File: config.mk
export PLATFORM = sky130hd
export DESIGN_NAME = oel_predictor
export DESIGN_NICKNAME = d
export VERILOG_FILES = /design/src/rtl/oel_pkg.sv /design/src/rtl/oel_table.sv /design/src/rtl/oel_hold.sv /design/src/rtl/oel_predictor.sv
export SDC_FILE = /design/constraint.sdc
export NUM_CORES = 2
export LEC_CHECK = 0
export ABC_AREA = 1
export ABC_CLOCK_PERIOD_IN_PS = 2400
export BUFFER_PORTS_ARGS = -buffer_cell sky130_fd_sc_hd__buf_2
export CORE_MARGIN = 5
export CORE_UTILIZATION = 25
export DETAILED_ROUTE_END_ITERATION = 10
export GPL_ROUTABILITY_DRIVEN = 0
export PLACE_DENSITY = 0.46
export SYNTH_ARGS = -nofsm -noshare
export SYNTH_HDL_FRONTEND = slang
export SYNTH_SLANG_ARGS = --single-unit
File: constraint.sdc
create_clock -name clk -period 2.4 [get_ports clk]
set_clock_uncertainty 0.1 [all_clocks]
set_input_delay 0 -clock clk [delete_from_list [all_inputs] [get_ports clk]]
set_output_delay 0 -clock clk [all_outputs]
set_load 0.02 [all_outputs]
File: src/rtl/oel_pkg.sv
// Shared definitions for the overeager load predictor.
// Assumes nothing beyond a 1800-2017 tool; widths stay as module parameters.
package oel_pkg;
    // Prediction outcome carried between table and top.
    typedef enum logic {
        OEL_EAGER = 1'b0,
        OEL_HOLD  = 1'b1
    } oel_pred_e;
endpackage

File: src/rtl/oel_table.sv
// Direct-mapped table of overeager marks, indexed and tagged by load PC.
// Assumes word-aligned PCs (LSB bits dropped); the training write and the
// bulk clear are visible to a lookup in the same cycle (clear, then train).
module oel_table
    import oel_pkg::*;
#(
    parameter int PC_W  = 32,
    parameter int LSB   = 2,
    parameter int IDX_W = 8,
    parameter int TAG_W = 8
) (
    input  logic            clk,
    input  logic            rst_n,
    input  logic            clear_all,
    input  logic            train_valid,
    input  logic [PC_W-1:0] train_pc,
    input  logic [PC_W-1:0] lk_pc,
    output oel_pred_e       lk_pred
);
    localparam int DEPTH   = 1 << IDX_W;
    localparam int TAG_LSB = LSB + IDX_W;

    logic [TAG_W-1:0] tag_q [DEPTH];
    logic [DEPTH-1:0] vld_q;

    logic [IDX_W-1:0] t_idx, l_idx;
    logic [TAG_W-1:0] t_tag, l_tag;

    // Split both PCs into index and tag fields.
    always_comb begin
        t_idx = train_pc[LSB +: IDX_W];
        t_tag = train_pc[TAG_LSB +: TAG_W];
        l_idx = lk_pc[LSB +: IDX_W];
        l_tag = lk_pc[TAG_LSB +: TAG_W];
    end

    // Update storage: reset or clear drops marks, training sets one.
    always_ff @(posedge clk) begin
        if (!rst_n) begin
            vld_q <= '0;
        end else begin
            if (clear_all)
                vld_q <= '0;
            if (train_valid) begin
                vld_q[t_idx] <= 1'b1;
                tag_q[t_idx] <= t_tag;
            end
        end
    end

    // Lookup with same-cycle clear and training folded in.
    always_comb begin
        if (train_valid && (t_idx == l_idx))
            lk_pred = (t_tag == l_tag) ? OEL_HOLD : OEL_EAGER;
        else if (clear_all || !vld_q[l_idx])
            lk_pred = OEL_EAGER;
        else
            lk_pred = (tag_q[l_idx] == l_tag) ? OEL_HOLD : OEL_EAGER;
    end
endmodule

File: src/rtl/oel_hold.sv
// Per-scheduler-entry hold: an overeager load waits for every older store's
// address and data ops. Assumes the scheduler supplies the older-store mask.
module oel_hold #(
    parameter int N_SCHED = 8,
    parameter int N_ST    = 8
) (
    input  logic [N_SCHED-1:0]           ent_valid,
    input  logic [N_SCHED-1:0]           ent_overeager,
    input  logic [N_SCHED-1:0][N_ST-1:0] ent_older_st,
    input  logic [N_ST-1:0]              st_addr_issued,
    input  logic [N_ST-1:0]              st_data_issued,
    output logic [N_SCHED-1:0]           hold
);
    logic [N_ST-1:0] st_done;

    // A store is finished once both of its halves have issued.
    assign st_done = st_addr_issued & st_data_issued;

    for (genvar i = 0; i < N_SCHED; i++) begin : g_ent
        logic older_done;
        // AND-reduce over older stores; non-older stores read as done.
        assign older_done = &(~ent_older_st[i] | st_done);
        assign hold[i]    = ent_valid[i] & ent_overeager[i] & ~older_done;
    end
endmodule

File: src/rtl/oel_predictor.sv
// Top of the overeager load predictor: the PC lookup/training table plus
// the per-entry hold logic toward the scheduler.
// Assumes training arrives from the load/store unit on a failed forward.
module oel_predictor
    import oel_pkg::*;
#(
    parameter int PC_W    = 32,
    parameter int IDX_W   = 8,
    parameter int TAG_W   = 8,
    parameter int N_SCHED = 8,
    parameter int N_ST    = 8
) (
    input  logic                          clk,
    input  logic                          rst_n,
    input  logic                          clear_all,
    input  logic [PC_W-1:0]               lk_pc,
    output logic                          lk_overeager,
    input  logic                          train_valid,
    input  logic [PC_W-1:0]               train_pc,
    input  logic [N_SCHED-1:0]            ent_valid,
    input  logic [N_SCHED-1:0]            ent_overeager,
    input  logic [N_SCHED-1:0][N_ST-1:0]  ent_older_st,
    input  logic [N_ST-1:0]               st_addr_issued,
    input  logic [N_ST-1:0]               st_data_issued,
    output logic [N_SCHED-1:0]            hold
);
    localparam int LSB = 2;

    oel_pred_e pred;

    oel_table #(
        .PC_W (PC_W),
        .LSB  (LSB),
        .IDX_W(IDX_W),
        .TAG_W(TAG_W)
    ) u_table (
        .clk        (clk),
        .rst_n      (rst_n),
        .clear_all  (clear_all),
        .train_valid(train_valid),
        .train_pc   (train_pc),
        .lk_pc      (lk_pc),
        .lk_pred    (pred)
    );

    // Present the prediction as a plain bit.
    assign lk_overeager = (pred == OEL_HOLD);

    oel_hold #(
        .N_SCHED(N_SCHED),
        .N_ST   (N_ST)
    ) u_hold (
        .ent_valid     (ent_valid),
        .ent_overeager (ent_overeager),
        .ent_older_st  (ent_older_st),
        .st_addr_issued(st_addr_issued),
        .st_data_issued(st_data_issued),
        .hold          (hold)
    );
endmodule

# Yosys cells after proc, flatten, opt, wreduce, memory -nomap -nowiden
# Memory sizes are Yosys's and may differ from the RTL's.
# Cells that the tools add are included.
# W data, S select, Z words.
# word_totals
word_cells	76
inputBits	164
mem_count	1
ram_bits	2048
ff_bits	256
output_inout_bits	9
# mem_list
name	words	word_bits	read_ports	rd_clocked_by_memory_dff	wr	line	rtl
u_table.tag_q	256	8	1	0	1	oel_table.sv:23	logic [TAG_W-1:0] tag_q [DEPTH];
# classes
n_eq_ne	3
magnitude_cmp	3
n_reduce_logical	12
bitwise	42
mux	14
# op_table
cell	count
$mux W256	3
$or A256 B256 Y256	1
$not A8 Y8	8
$or A8 B8 Y8	8
$reduce_and A8 Y1	8
$eq A8 B8 Y1	3
$lt A8 B9 Y1 const B	2
$and A1 B1 Y1	16
$mux W1	9
$and A8 B8 Y8	1
$bmux W1 S8	1
$demux W1 S8	1
$ge A8 B1 Y1 const B	1
$not A1 Y1	8
$logic_and A1 B1 Y1	2
$logic_not A1 Y1	1
$logic_or A1 B1 Y1	1

# Depth between registers and ports, before layout
# logic_depth
ltp_word	6
ltp_mapped	19

# Cells and area by module
# From an unflattened synthesis, not the netlist that was laid out.
# unflattened
cells_unflattened	8236
area_unflattened_um2	94351.7
# modules_own_cells
mod	area_per_inst_um2	n_inst	seq_area_each_um2	cells_each
oel_table	93811.2	1	66623.9	8100
oel_hold	540.5	1	0.0	136

# Worst setup path before layout
# No wires, ideal clock.
# synth_timing
path_type	input to register
from	in rst_n
to	mem u_table.tag_q[114][0], enable pin
path_buffers	2
setup_time_ps	374
slack_ps	425
cell_stages	6
t_arrival_ps	1501
path_cell_list	clkbuf_1 -> nand2_1 -> nor3_1 -> nand2_1 -> clkbuf_1 -> nor2_1
# synth_between
elab_chain_cells	2
# synth_lines
item	line	rtl
start: declaration	oel_predictor.sv:14	input logic rst_n,
$mux W1	oel_table.sv:39	if (!rst_n) begin
$mux W1 (not written as such)	oel_table.sv:46	tag_q[t_idx] <= t_tag;
end: declaration	oel_table.sv:23	
# Every way passes these cells.

# Worst setup path in the final report
# layout_timing
from	mem u_table.tag_q[223][3]
to	out lk_overeager
# layout_between
elab_chain_cells	5
# layout_lines
item	line	rtl
$mem_v2 Z256 W8	n/a	
$eq A8 B8 Y1	oel_table.sv:58	lk_pred = (tag_q[l_idx] == l_tag) ? OEL_HOLD : OEL_EAGER;
$mux W1	oel_table.sv:58	
$mux W1	oel_table.sv:55	else if (clear_all || !vld_q[l_idx])
$mux W1	oel_table.sv:53	if (train_valid && (t_idx == l_idx))
end: declaration	oel_predictor.sv:17	output logic lk_overeager,
# Every way passes these cells.

==> run_results.csv <==
group,metric,value,unit
status,status,"finished, violations left",
grt,grt_max_degree,147,
critical_path,crit_path_cell_trace,"nand2_1, nand3_1, nand3_2, nand3_1, nand3_2, buf_6, nand3_2, nand3_1, nand3_1, nand2_1, nor2_1, nor2_2, nand3_2, o21bai_4, buf_6",
cells_and_area,area_growth,23.2,%
sta,period_share,1.31,
sta,holdWs,0.0742,ns
synthesis,synth_top_cell_by_area,"edfxtp_1",
synthesis,yosys_warnings,0,
detailed_routing,wl_met3,19500,um
floorplanning,std_cell_rows,225,
job,maxCapViolations,0,
synthesis,synth_area_leaders,"edfxtp_1, nand3_1, nand2_1",
clock_network,cts.path.max_buffers,4,
clock_network,cts_setup_buffers,0,
sta,setup_ws,-0.750,ns
synthesis,synthesis.nets,8318,
critical_path,path_class,"reg -> out",
synthesis,syn_inst,8154,
synthesis,seq_area_frac_synth,0.708,
synthesis,synth_area,94100,um^2
placement,place_ws,-1.12,ns
power,leakage,41.1,nW
detailed_routing,ant_nets,0,
hold_path,min_from,"train_pc[16]",
sta,setup_viol,1,
floorplanning,die_area,389000,um^2
critical_path,critPathLaunch,"u_table.tag_q[223][3]",
floorplanning,fp.coreArea,375000,um^2
hold_path,hold_path_end,"u_table.tag_q[223][6]",
floorplanning,die_width,624,um
synthesis,synth_cell_types,31,
critical_path,end_kind,"output pin",
floorplanning,die_h,624,um
floorplanning,start_util,0.251,
sta,tightest_slew,1.05,ns
critical_path,r2r_setup_slack,1.10,ns
critical_path,worst_path_largest_cell_delay,0.35,ns
critical_path,worstRegToRegCells,2,
detailed_routing,routed_wl,315000,um
placement,hpwl,195000,um
clock_network,cts_tree,"built",
synthesis,synthMostInstantiatedCell,"nand2_1",
synthesis,synthFlopType,"edfxtp_1",
synthesis,synth-edff-count,2048,
detailed_routing,wl_met1,138000,um
critical_path,critPathTopFamily,"simple AND/OR/NAND/NOR gates",
clock_network,worstSkewPairLatency,0.90,ns
cells_and_area,layout.nets,8961,
detailed_routing,drc,0,
critical_path,cp.required,2.30,ns
cells_and_area,multi_input_area,25900,um^2
detailed_routing,drt_iter0_drc,6435,
sta,rsz0062_at_grt,"true",
cells_and_area,final_util,0.309,
grt,grt_overflow,0,
critical_path,crit_buf_inv,2,
clock_network,clk_pin_slew,0.06,ns
synthesis,ys_ff_latch,2304,
synthesis,synth.avg_cell_area,11.5,um^2
cells_and_area,fill_cells,37800,
critical_path,worstReg2RegEnd,"u_table.vld_q[93]",
cells_and_area,regArea,66600,um^2
grt,grt_pass1_wl,455000,um
critical_path,path_max_fanout,2,
clock_network,cts.sinks,2304,
power,vdd_ir_drop_max,0.572,mV
detailed_routing,viasPerCell,4.76,
detailed_routing,vias,66700,
sta,slew_viol_final,0,
placement,port_buffers,140,
critical_path,startpoint_type,"register",
detailed_routing,routed.top_layer,"met5",
clock_network,cts_buffers,243,
sta,period_minus_slack,3.15,ns
synthesis,synth_common_cells,"nand2_1, nand3_1, edfxtp_1",
synthesis,async_flop_share,0,
power,power_density,756,nW/um^2
detailed_routing,wire_per_inst,22.5,um
status,violations,"setup timing",
sta,max_freq,0.317,GHz
critical_path,critical_path_arrival,3.05,ns
detailed_routing,first_pass_iters,6,
synthesis,synth_top_area_frac,0.653,
clock_network,root_buffer,"clkbuf_16",
hold_path,hold_path_class,"in -> reg",
sta,finalHoldViolations,0,
clock_network,cts-htree-levels,4,
grt,grt_use_total,0.155,
hold_path,min_path_cells,2,
grt,grt_pass1_vias,65500,
grt,grt_antenna_before_repair,22,
sta,slew_headroom,0.299,
critical_path,reg2reg_from,"u_table.vld_q[93]",
floorplanning,design.portCount,173,
detailed_routing,met2WireLength,146000,um
cells_and_area,post_route_cells_drive_above_1_share,0.208,
critical_path,cp_slowest_cell,"edfxtp_1",
## registers in the layout (all words and copies together) (netlist names)
register       flops
u_table.tag_q   2048
u_table.vld_q    256
## power breakdown
part	switching, mW	leakage (nW)	total [mW]	internal [mW]
combinational	4.67	16.9	6.75	2.08
sequential	0.0129	20.5	43.7	43.6
clock	15.7	3.81	37.3	21.6
## final cells by class
cell class	count	share of cell area
clock inverters	79	0.00683
repair buffers	992	0.0791
multi-input cells	5198	0.223
inverters	58	0.00225
well taps	4994	0.0539
clock buffers	370	0.0606
flip-flops and latches	2304	0.574
diodes	2	0.0000432
## per-stage QoR
stage | instances | total power, mW | TNS [ns] | area [um^2]
6_report | 14000 | 87.7 | -0.750 | 116000
5_1_grt | 14000 | 90.6 | -0.900 | 116000
4_1_cts | 14000 | 88.5 | -32.44 | 116000
3_5_place_dp | 13500 | 50.9 | -1.12 | 106000
3_3_place_gp | 13500 | 50.8 | -1.15 | 106000
2_1_floorplan | 8154 | 47.5 | 0 | 94100
## logic make-up after synthesis
kind of cell,share of synthesized area
and+or+nand+nor,0.215
AOI/OAI and AO/OA,0.0398
DFF,0.708
buffers and inverters,0.0370
xor gates and xnor gates,0.000744
## per-layer routing
| layer | vias to the layer above | GRT usage |
|---|---|---|
| met5 | - | 0 |
| met4 | 6 | 0.0529 |
| met3 | 512 | 0.0241 |
| met2 | 2194 | 0.251 |
| met1 | 33400 | 0.212 |
| li1 | 30600 | - |
## worst reg2reg max path: stages (launching register included)
cell and delay (ns):
dfxtp_1 0.31, a31o_2 0.23, dlygate4sd3_1 0.55
## what timing repair did
item / CTS / global route
endpoints found under the setup margin: 1 / 153
hold buffers: 32 / 0
hold endpoints to repair: 3055 / 0
pin swaps: 61 / 16
resized for setup: 307 / 70
## worst max-delay path by stage
stage,to,slack (ns),cells past startpoint
after CTS,lk_overeager,-0.85,15
after global routing,lk_overeager,-0.90,14
after global placement,lk_overeager,-1.15,19
after detailed placement,lk_overeager,-1.12,19
final,lk_overeager,-0.75,15
after floorplan,u_table.tag_q[114][0],0.43,6
## cell usage in the layout, fill, tap and decap left out, types with 125 or more instances in the layout
cell type,Yosys,final
dfxtp_1,256,256
clkbuf_16,0,247
buf_2,248,125
nand3_2,0,237
edfxtp_1,2048,2048
buf_4,52,666
nand2_1,2176,2160
nand3_1,2102,1821
nor2_1,375,371
a31o_2,250,250
buf_12,0,146
Power figures use the tool's default switching activity.
